<file path="config.mk">
export PLATFORM = sky130hd
export DESIGN_NAME = epdma_req
export DESIGN_NICKNAME = d
export VERILOG_FILES = /design/src/rtl/epdma_pkg.sv /design/src/rtl/epdma_cfg_reg.sv /design/src/rtl/epdma_ep_req.sv /design/src/rtl/epdma_req.sv
export SDC_FILE = /design/constraint.sdc
export NUM_CORES = 1
export LEC_CHECK = 0
export ABC_AREA = 1
export ABC_CLOCK_PERIOD_IN_PS = 800
export CAP_MARGIN = 20
export CELL_PAD_IN_SITES_DETAIL_PLACEMENT = 1
export CELL_PAD_IN_SITES_GLOBAL_PLACEMENT = 1
export CORE_UTILIZATION = 10
export CTS_BUF_LIST = sky130_fd_sc_hd__clkbuf_16
export CTS_CLUSTER_DIAMETER = 200
export DETAILED_ROUTE_END_ITERATION = 6
export GPL_TIMING_DRIVEN = 0
export HOLD_SLACK_MARGIN = 0.05
export PLACE_DENSITY_LB_ADDON = 0.15
export SLEW_MARGIN = 40
export SYNTH_ARGS = -nofsm -noshare
export SYNTH_HDL_FRONTEND = slang
export SYNTH_HIERARCHICAL = 1
export SYNTH_SLANG_ARGS = --single-unit
</file>
<file path="constraint.sdc">
create_clock -name clk -period 0.8 [get_ports clk]
set_clock_uncertainty 0.15 [all_clocks]
set_input_delay 0.12 -clock clk [delete_from_list [all_inputs] [get_ports clk]]
set_output_delay 0.12 -clock clk [all_outputs]
set_load 0.1 [all_outputs]
</file>
<file path="src/rtl/epdma_pkg.sv">
package epdma_pkg;

   typedef enum logic {
      DIR_RX = 1'b0,
      DIR_TX = 1'b1
   } ep_dir_e;

   localparam int unsigned EN_BITS = 2;
   localparam int unsigned EN_RX   = 0;
   localparam int unsigned EN_TX   = 1;

endpackage

</file>
<file path="src/rtl/epdma_cfg_reg.sv">
module epdma_cfg_reg #(
   parameter int unsigned REG_W = 32
) (
   input  logic                         clk,
   input  logic                         rst_n,
   input  logic                         wr,
   input  logic [REG_W-1:0]             wdata,
   output logic [REG_W-1:0]             rdata,
   output logic [epdma_pkg::EN_BITS-1:0] en
);
   localparam int unsigned NEN = epdma_pkg::EN_BITS;
   localparam int unsigned PAD = REG_W - NEN;

   if (REG_W < NEN) begin : g_bad_width
      $error("epdma_cfg_reg: REG_W must hold the enable bits");
   end

   logic [NEN-1:0] en_q;

   always_ff @(posedge clk) begin
      if (!rst_n) begin
         en_q <= '0;
      end else if (wr) begin
         en_q <= wdata[NEN-1:0];
      end
   end

   assign en = en_q;

   if (PAD > 0) begin : g_pad
      assign rdata = {{PAD{1'b0}}, en_q};
   end else begin : g_nopad
      assign rdata = en_q;
   end

   // a write shows up in the read-back after the edge
   p_wr_readback_r2: assert property (@(posedge clk) disable iff (!rst_n)
      wr |=> (rdata[NEN-1:0] == $past(wdata[NEN-1:0])));
   // without a write the read-back does not move
   p_no_wr_hold_r2: assert property (@(posedge clk) disable iff (!rst_n)
      !wr |=> $stable(rdata));

endmodule

</file>
<file path="src/rtl/epdma_ep_req.sv">
module epdma_ep_req
   import epdma_pkg::*;
#(
   parameter ep_dir_e     DIR    = DIR_RX,
   parameter int unsigned HALVES = 2
) (
   input  logic              clk,
   input  logic              rst_n,
   input  logic              en,
   input  logic [HALVES-1:0] full,
   input  logic [HALVES-1:0] empty,
   output logic              dreq
);
   if (HALVES < 1) begin : g_bad_halves
      $error("epdma_ep_req: HALVES must be at least 1");
   end

   logic set_c;
   logic clr_c;
   logic req_q;

   if (DIR == DIR_RX) begin : g_rx
      // data waiting: raise on any full half, drop when drained
      assign set_c = |full;
      assign clr_c = &empty;
   end else begin : g_tx
      // room available: raise on any empty half, drop when filled
      assign set_c = |empty;
      assign clr_c = &full;
   end

   always_ff @(posedge clk) begin
      if (!rst_n) begin
         req_q <= 1'b0;
      end else if (!en) begin
         req_q <= 1'b0;
      end else if (set_c) begin
         req_q <= 1'b1;
      end else if (clr_c) begin
         req_q <= 1'b0;
      end
   end

   assign dreq = req_q & en;

   if (DIR == DIR_RX) begin : g_rx_chk
      p_rx_set_r3: assert property (@(posedge clk) disable iff (!rst_n)
         (en && (|full)) |=> req_q);
      p_rx_clr_r4: assert property (@(posedge clk) disable iff (!rst_n)
         (en && !(|full) && (&empty)) |=> !req_q);
      p_rx_hold_r5: assert property (@(posedge clk) disable iff (!rst_n)
         (en && !(|full) && !(&empty)) |=> (req_q == $past(req_q)));
   end else begin : g_tx_chk
      p_tx_set_r6: assert property (@(posedge clk) disable iff (!rst_n)
         (en && (|empty)) |=> req_q);
      p_tx_clr_r7: assert property (@(posedge clk) disable iff (!rst_n)
         (en && !(|empty) && (&full)) |=> !req_q);
      p_tx_hold_r8: assert property (@(posedge clk) disable iff (!rst_n)
         (en && !(|empty) && !(&full)) |=> (req_q == $past(req_q)));
   end

endmodule

</file>
<file path="src/rtl/epdma_req.sv">
module epdma_req
   import epdma_pkg::*;
#(
   parameter int unsigned REG_W  = 32,
   parameter int unsigned HALVES = 2
) (
   input  logic              clk,
   input  logic              rst_n,
   input  logic              cfg_wr,
   input  logic [REG_W-1:0]  cfg_wdata,
   output logic [REG_W-1:0]  cfg_rdata,
   input  logic [HALVES-1:0] rx_full,
   input  logic [HALVES-1:0] rx_empty,
   input  logic [HALVES-1:0] tx_full,
   input  logic [HALVES-1:0] tx_empty,
   output logic              rx_dreq,
   output logic              tx_dreq
);
   logic [EN_BITS-1:0] en;

   epdma_cfg_reg #(.REG_W(REG_W)) u_cfg (
      .clk   (clk),
      .rst_n (rst_n),
      .wr    (cfg_wr),
      .wdata (cfg_wdata),
      .rdata (cfg_rdata),
      .en    (en)
   );

   epdma_ep_req #(.DIR(DIR_RX), .HALVES(HALVES)) u_rx (
      .clk   (clk),
      .rst_n (rst_n),
      .en    (en[EN_RX]),
      .full  (rx_full),
      .empty (rx_empty),
      .dreq  (rx_dreq)
   );

   epdma_ep_req #(.DIR(DIR_TX), .HALVES(HALVES)) u_tx (
      .clk   (clk),
      .rst_n (rst_n),
      .en    (en[EN_TX]),
      .full  (tx_full),
      .empty (tx_empty),
      .dreq  (tx_dreq)
   );

   // a disabled endpoint never requests
   p_rx_off_r9: assert property (@(posedge clk) disable iff (!rst_n)
      !en[EN_RX] |-> !rx_dreq);
   p_tx_off_r9: assert property (@(posedge clk) disable iff (!rst_n)
      !en[EN_TX] |-> !tx_dreq);
   // reset clears both requests
   p_rst_quiet_r1: assert property (@(posedge clk)
      !rst_n |=> (!rx_dreq && !tx_dreq && (cfg_rdata == '0)));

endmodule

</file>
# ---- Yosys cells after proc, flatten, opt, wreduce, memory -nomap -nowiden
# Index checks and enable logic that the tools add are counted.
# W data, S select, Z words.
dict set report totals {
  elab_cells 17
  out_inout_bits 34
  input_bits 43
  register_bits 4
}
dict set report classes {
  bitwise 2
  mux 4
  n_reduce_logical 8
}
# op n
set ops {}
lappend ops {{$reduce_and A2 Y1} 4}
lappend ops {{$mux W1} 4}
lappend ops {{$reduce_bool A2 Y1} 2}
lappend ops {{$reduce_or A2 Y1} 2}
lappend ops {{$and A1 B1 Y1} 2}

# ---- Depth between registers and ports, before layout
# Gate-level depths: netlist (run 1).
dict set report logic_depth {
  depth_word 3
  ltp_mapped 4
  depth_no_buf 4
}

# ---- Cells and area by module
# The synthesis (run 1) kept the hierarchy.
# module area_per_inst_um2 cells_each n_inst seq_area_each_um2
set by_module_without_submodules {}
lappend by_module_without_submodules {epdma_cfg_reg 321.6 45 1 40.0}
lappend by_module_without_submodules {epdma_ep_req 47.5 8 2 20.0}

# ---- Worst setup path before layout (run 1)
# OpenSTA, ideal clock, no wires.
dict set report synth_path {
  kind {reg2out}
  start {register u_cfg.en_q[0], in the netlist u_cfg/en[0]}
  end {output port rx_dreq}
  path_stages_with_launch 3
  n_path_buf 0
  setup_slack_ps -452
  required_ps 530
  arrival_ps 982
  cell_sequence {dfxtp_1 -> nand2_1 -> inv_1}
}
dict set report synth_via {
  elab_chain_len 1
}
# element line
set synth_lines {}
lappend synth_lines {{start, declared} epdma_cfg_reg.sv:18} ;# logic [NEN-1:0] en_q;
lappend synth_lines {{start signal, assigned} epdma_cfg_reg.sv:24} ;# en_q <= wdata[NEN-1:0];
lappend synth_lines {{$and A1 B1 Y1} epdma_ep_req.sv:44} ;# assign dreq = req_q & en;
lappend synth_lines {{end, declared} epdma_req.sv:16} ;# output logic rx_dreq,
# Every way passes these cells.

# ---- Final worst setup path (run 1)
# Ends and elaborated chain as after synthesis.

==> metrics.txt, run 1 <==
CP top delay family flip-flops; antenna violations before repair 0; Worst Setup SP u_cfg/en[0]; global-route wire length before repair between 1000 and 1500 µm; Util after Layout 0.2236; # hold bufs at CTS 0; crit path DAT 0.89 ns; Area contributors post-synth buf_4 58%, dfxtp_1 19%, nand2_1 11%, nor2_1 5.4%, inv_1 3.6%; final wirelength between 900 and 1000 µm; synthesized cell area around 420 µm²; critical hold path startpoint cfg_wdata[1]; synth warn 6; Avg Synthesized Cell Area ~6.8 µm²; grt total ovfl 0; max cap viols 0; DRC 0; row count 23; Max Buffers Root-to-Sink 2; CTS root buf clkbuf_16; DR iter-0 viols 7; Tcrit/Tclk final 1.452; routed vias ~420; slowest CP cell dfxtp_4; Netlist cell types 7; hold_ws 0.07405 ns; worst path bufs/invs 2; post-layout min period 1.162 ns; Max Fclk ~860 MHz; antenna diode count 0; first-pass iteration count of the detailed router 2; GPL Wtd Cong approximately 0.55; WL/cell 5.899 µm; CP Capture Type primary output; Nets approximately 150; status finished, violations left; Clock transition at path regs 0.03 ns; Max VDD drop roughly 540 µV; post-DP HPWL approximately 830 µm; CTS tree done; Post-Syn Instances a little over 60; Synth top area share 0.5766; violated checks setup timing; initial core utilization 0.1042; synthesized flop and latch total 4; CP Max Fanout 4; share of cells above drive strength 1 0.4312; R2R Path Start u_cfg/en[0]; Antenna Nets Post-Route 0; Max stage delay on crit path about 0.35 ns; vias per cell 2.654; Slew Limit Fails 0; cell chain of the critical path nand2_4 -> clkinvlp_4 -> buf_12; clk_lat worst skew 0.22 ns; RSZ-0062 raised after global routing yes; static leakage between 0.0005 and 0.0006 µW; critical path class flip-flop to primary output; final setup fails 4; worst path required time about 0.53 ns; sequential share of the synthesized area 0.1922; largest net degree at the start of global routing 5; Die Y approximately 67 µm; PortBufs 16; core area 4000 µm²; H-tree levels 1; Startpoint Class flip-flop; P&R area growth vs syn 114.7%; total clock sinks 4; Yosys top cell by area buf_4; vias in the first global route about 330; die area roughly 4400 µm²; Power per Cell Area about 2200 nW/µm²; Final Hold Vio Count 0; worst min-delay path category primary input to flip-flop; total negative slack -1.362 ns; Die Width about 67 µm; worst setup slack after layout -0.3616 ns; setup repair bufs after CTS 0; I/O Pins 77; total CTS buffers 3; Overall Global Routing Usage 0.04091; dpl ws -0.3490 ns
==> placed cells by master (no fill, tap or decap), types with 2 or more instances in the layout <==
master	n
a21oi_1	2
buf_12	4
buf_4	31
clkbuf_16	3
clkdlybuf4s50_1	8
clkinvlp_4	2
conb_1	30
dfxtp_2	3
dlygate4sd2_1	2
dlymetal6s2s_1	2
inv_1	2
nand2_1	10
nor2_1	6
==> through the flow <==
stage               instances  instance area [µm²]  power (µW)
floorplan                  90                540.5        1045
global placement          156                763.2        1128
detailed placement        156                743.2        1122
CTS                       159                875.8        1944
global route              159                894.6        2001
finish                    159                894.6        1931
==> Yosys cell counts <==
cell,instances
a21oi_1,2
nand2_1,12
buf_4,32
inv_1,4
nor2_1,6
conb_1,1
dfxtp_1,4
==> repair_timing <==
item | in CTS | in global routing
pin swaps | 0 | 2
gates resized for setup | 18 | 7
cloned | 0 | 0
endpoints found under the setup margin | 8 | 7
==> worst register-to-register path, stage by stage, from the launching register on <==
cell and delay (ns):
dfxtp_4 0.36, nand2_1 0.05, a21oi_1 0.10
==> cell type report <==
| cell class | instances | area [µm²] |
|---|---|---|
| buffer | 32 | 244.0 |
| clock buffer | 3 | 75.07 |
| fill | 488 | 3105 |
| inverter | 4 | 22.52 |
| multi-input combinational | 50 | 200.2 |
| sequential | 4 | 87.58 |
| tap | 50 | 62.56 |
| timing repair buffer | 16 | 202.7 |
==> state kept, by name (all words and copies together), names as in the netlist <==
name        count
u_cfg/en        2
u_rx/req_q      1
u_tx/req_q      1
==> where the power goes <==
group          internal (µW)  switching, µW
Sequential               213           12.9
Combinational            200            728
Clock                    638            138
==> layer usage <==
metal | track usage | routed length, µm
met1 | 0.03141 | 295
met2 | 0.07197 | 501
met3 | 0.02055 | 111
met4 | 0.03989 | 30
met5 | 0 | 0
==> kinds of logic after synthesis <==
| logic type | synth area share |
|---|---|
| and+or+nand+nor | 0.1622 |
| other | 0.009000 |
| buffers and inverters | 0.6126 |
| DFF | 0.1922 |
| AOI/OAI and AO/OA | 0.02402 |
==> final timing paths <==
kind / to / slack (ns) / cells past startpoint
min reg2reg: u_tx/req_q / 0.31 / 2
max reg2reg: u_rx/req_q / 0.06 / 2
min: u_cfg/en[1] / 0.07 / 5
max: rx_dreq / -0.36 / 3
(Power assumes the default switching activity.)
==> inputs of run 2 (changes only) <==
--- a/config.mk
+++ b/config.mk
@@ -16,6 +16,7 @@
 export DETAILED_ROUTE_END_ITERATION = 6
 export GPL_TIMING_DRIVEN = 0
 export HOLD_SLACK_MARGIN = 0.05
+export MAX_ROUTING_LAYER = met4
 export PLACE_DENSITY_LB_ADDON = 0.15
 export SLEW_MARGIN = 40
 export SYNTH_ARGS = -nofsm -noshare
==> run 2 against run 1 <==
Net effect:
- the flow still finishes with violations (setup timing)
- die area unchanged
- hold slack worse by 0.00062 ns
- sequential cell count unchanged
- non-clock buffer count unchanged
- utilization unchanged
- first-iteration DRC count up 100%
- total power up 0.11%
- setup slack worse by 0.00062 ns
==> metrics.txt, run 2 (same netlist as run 1, synthesis figures left out) <==
status finished, violations left; violated checks setup timing; die area 4429 µm² (unchanged); Die Y 66.55 µm (unchanged); PortBufs 16 (unchanged); row count 23 (unchanged); worst path bufs/invs 2 (unchanged); Util after Layout 0.2236 (unchanged); total CTS buffers 3 (unchanged); cell chain of the critical path nand2_4 -> clkinvlp_4 -> buf_12; Power per Cell Area 2161 nW/µm² (+0.11%); Final Hold Vio Count 0 (unchanged); slowest CP cell dfxtp_4; Pint 1052 µW (about the same); WL/cell 5.918 µm (+0.32%); Slew Limit Fails 0 (unchanged); Antenna Nets Post-Route 0 (unchanged); I/O Pins 77 (unchanged); clk_lat worst skew 0.22 ns (about the same); design area 894.6 µm² (unchanged); Power Total 1933 µW (+0.11%); CP top delay family flip-flops; DRC 0 (unchanged); Layout fillers 488 (unchanged); net switching power 881.1 µW (+0.22%); routed vias 422 (unchanged); grt total ovfl 0 (unchanged); post-DP HPWL 825.8 µm (unchanged); worst min-delay path category primary input to flip-flop; DR iter-0 viols 14 (+7); final wirelength 941 µm (+0.32%); power share of the clock group 0.402 (about the same); Nets 154 (unchanged); H-tree levels 1 (unchanged); Tcrit/Tclk final 1.453 (about the same); largest net degree at the start of global routing 5 (unchanged); initial core utilization 0.1042 (unchanged); worst setup slack after layout -0.3622 ns (-0.0006190 ns); GPL Wtd Cong 0.5532 (+0.36%); total clock sinks 4 (unchanged); CP Capture Type primary output; first-pass iteration count of the detailed router 2 (unchanged); Max Buffers Root-to-Sink 2 (unchanged); Overall Global Routing Usage 0.04199 (+0.001075); setup slack, reg-to-reg 0.06 ns (about the same); placed inst area 743.2 µm² (unchanged); Die Width 66.55 µm (unchanged); post-layout min period 1.162 ns (+0.0006190 ns); critical path class flip-flop to primary output; global-route wire length before repair 1255 µm (unchanged); setup repair bufs after CTS 0 (unchanged); share of cells above drive strength 1 0.4312 (unchanged); static leakage 0.0005043 µW (unchanged); Startpoint Class flip-flop; Max Fclk 860.5 MHz (about the same); power share of the combinational group 0.480 (about the same); CP Max Fanout 4 (unchanged); most frequent cells in the layout 31 x buf_4, 30 x conb_1, 10 x nand2_1; antenna diode count 0 (unchanged); Non-Filler Instances 159 (unchanged); Switching Share 0.4558 (+0.0005156); CTS root buf clkbuf_16; core area 4000 µm² (unchanged); vias per cell 2.654 (unchanged); RSZ-0062 raised after global routing yes; Max VDD drop 546.1 µV (+0.58%); share of power burned in registers 0.117 (about the same); max cap viols 0 (unchanged); vias in the first global route 333 (unchanged); CTS tree done; antenna violations before repair 0 (unchanged); crit path DAT 0.89 ns (about the same); worst path required time 0.53 ns (about the same); placed cells 156 (unchanged); final setup fails 4 (unchanged); P&R area growth vs syn 114.7% (unchanged); max reg flops 2 (unchanged); Clock transition at path regs 0.03 ns (about the same); most common cell after layout, fill and taps aside buf_4; Max stage delay on crit path 0.35 ns (about the same)
[run 2: cell counts in the layout (fill, tap and decap cells not counted)]
No cell type changed its count.
[run 2: worst min-delay path, delay by kind of cell]
kind / cells / cell delay, ns
AND/OR/NAND/NOR: 3 / 0.17
buffers and inverters: 2 / 0.12
[run 2: path summary, 6_finish.rpt]
kind,from,end,depth (start not counted)
worst max-delay path,u_cfg/en[0],rx_dreq,3
worst min-delay path,cfg_wdata[1],u_cfg/en[1],5
worst max register to register,u_cfg/en[0],u_rx/req_q,2
worst min register to register,u_cfg/en[1],u_tx/req_q,2
[run 2: timing repair]
item	4_1_cts	5_1_grt
gates resized for setup	18	7
pin swaps	0	2
hold buffers	0	0
setup endpoints to repair	8	7
[run 2: power groups by stage]
stage	Sequential [µW]	Combinational [µW]	Clock [µW]
4_1_cts	225	922	796
3_5_place_dp	228	894	0
2_1_floorplan	225	819	0
5_1_grt	229	956	817
3_3_place_gp	227	901	0
6_report	226	929	778
[run 2: area by class of cell]
class	instances	area [µm²]	share of cell area
tap	50	62.56	0.06993
buffer	32	244.0	0.2727
multi-input combinational	50	200.2	0.2238
inverter	4	22.52	0.02517
clock buffer	3	75.07	0.08392
sequential	4	87.58	0.09790
timing repair buffer	16	202.7	0.2266
[run 2: through the flow]
step	setup TNS, ns	hold WS (ns)	setup WS, ns
after floorplan	-0.6699	0.08298	-0.2530
after global placement	-5.324	0.3077	-1.060
after detailed placement	-2.518	0.3177	-0.3490
after CTS	-1.406	0.1857	-0.3696
after global routing	-1.503	0.1210	-0.3891
final	-1.364	0.07342	-0.3622
[run 2: per-layer routing]
metal,GRT usage,routed length [µm],vias to the layer above
met2,0.07197,501,24
li1,-,-,215
met3,0.02055,114,3
met4,0.03989,30,0
met1,0.03141,294,180
met5,-,0,-
==> inputs of run 3 (changes only) <==
--- a/config.mk
+++ b/config.mk
@@ -15,7 +15,7 @@
 export CTS_CLUSTER_DIAMETER = 200
 export DETAILED_ROUTE_END_ITERATION = 6
 export GPL_TIMING_DRIVEN = 0
-export HOLD_SLACK_MARGIN = 0.05
+export HOLD_SLACK_MARGIN = 0.08
 export MAX_ROUTING_LAYER = met4
 export PLACE_DENSITY_LB_ADDON = 0.15
 export SLEW_MARGIN = 40
==> results of run 3 <==
No change in the layout: final DEF, timing and power equal those of run 2.
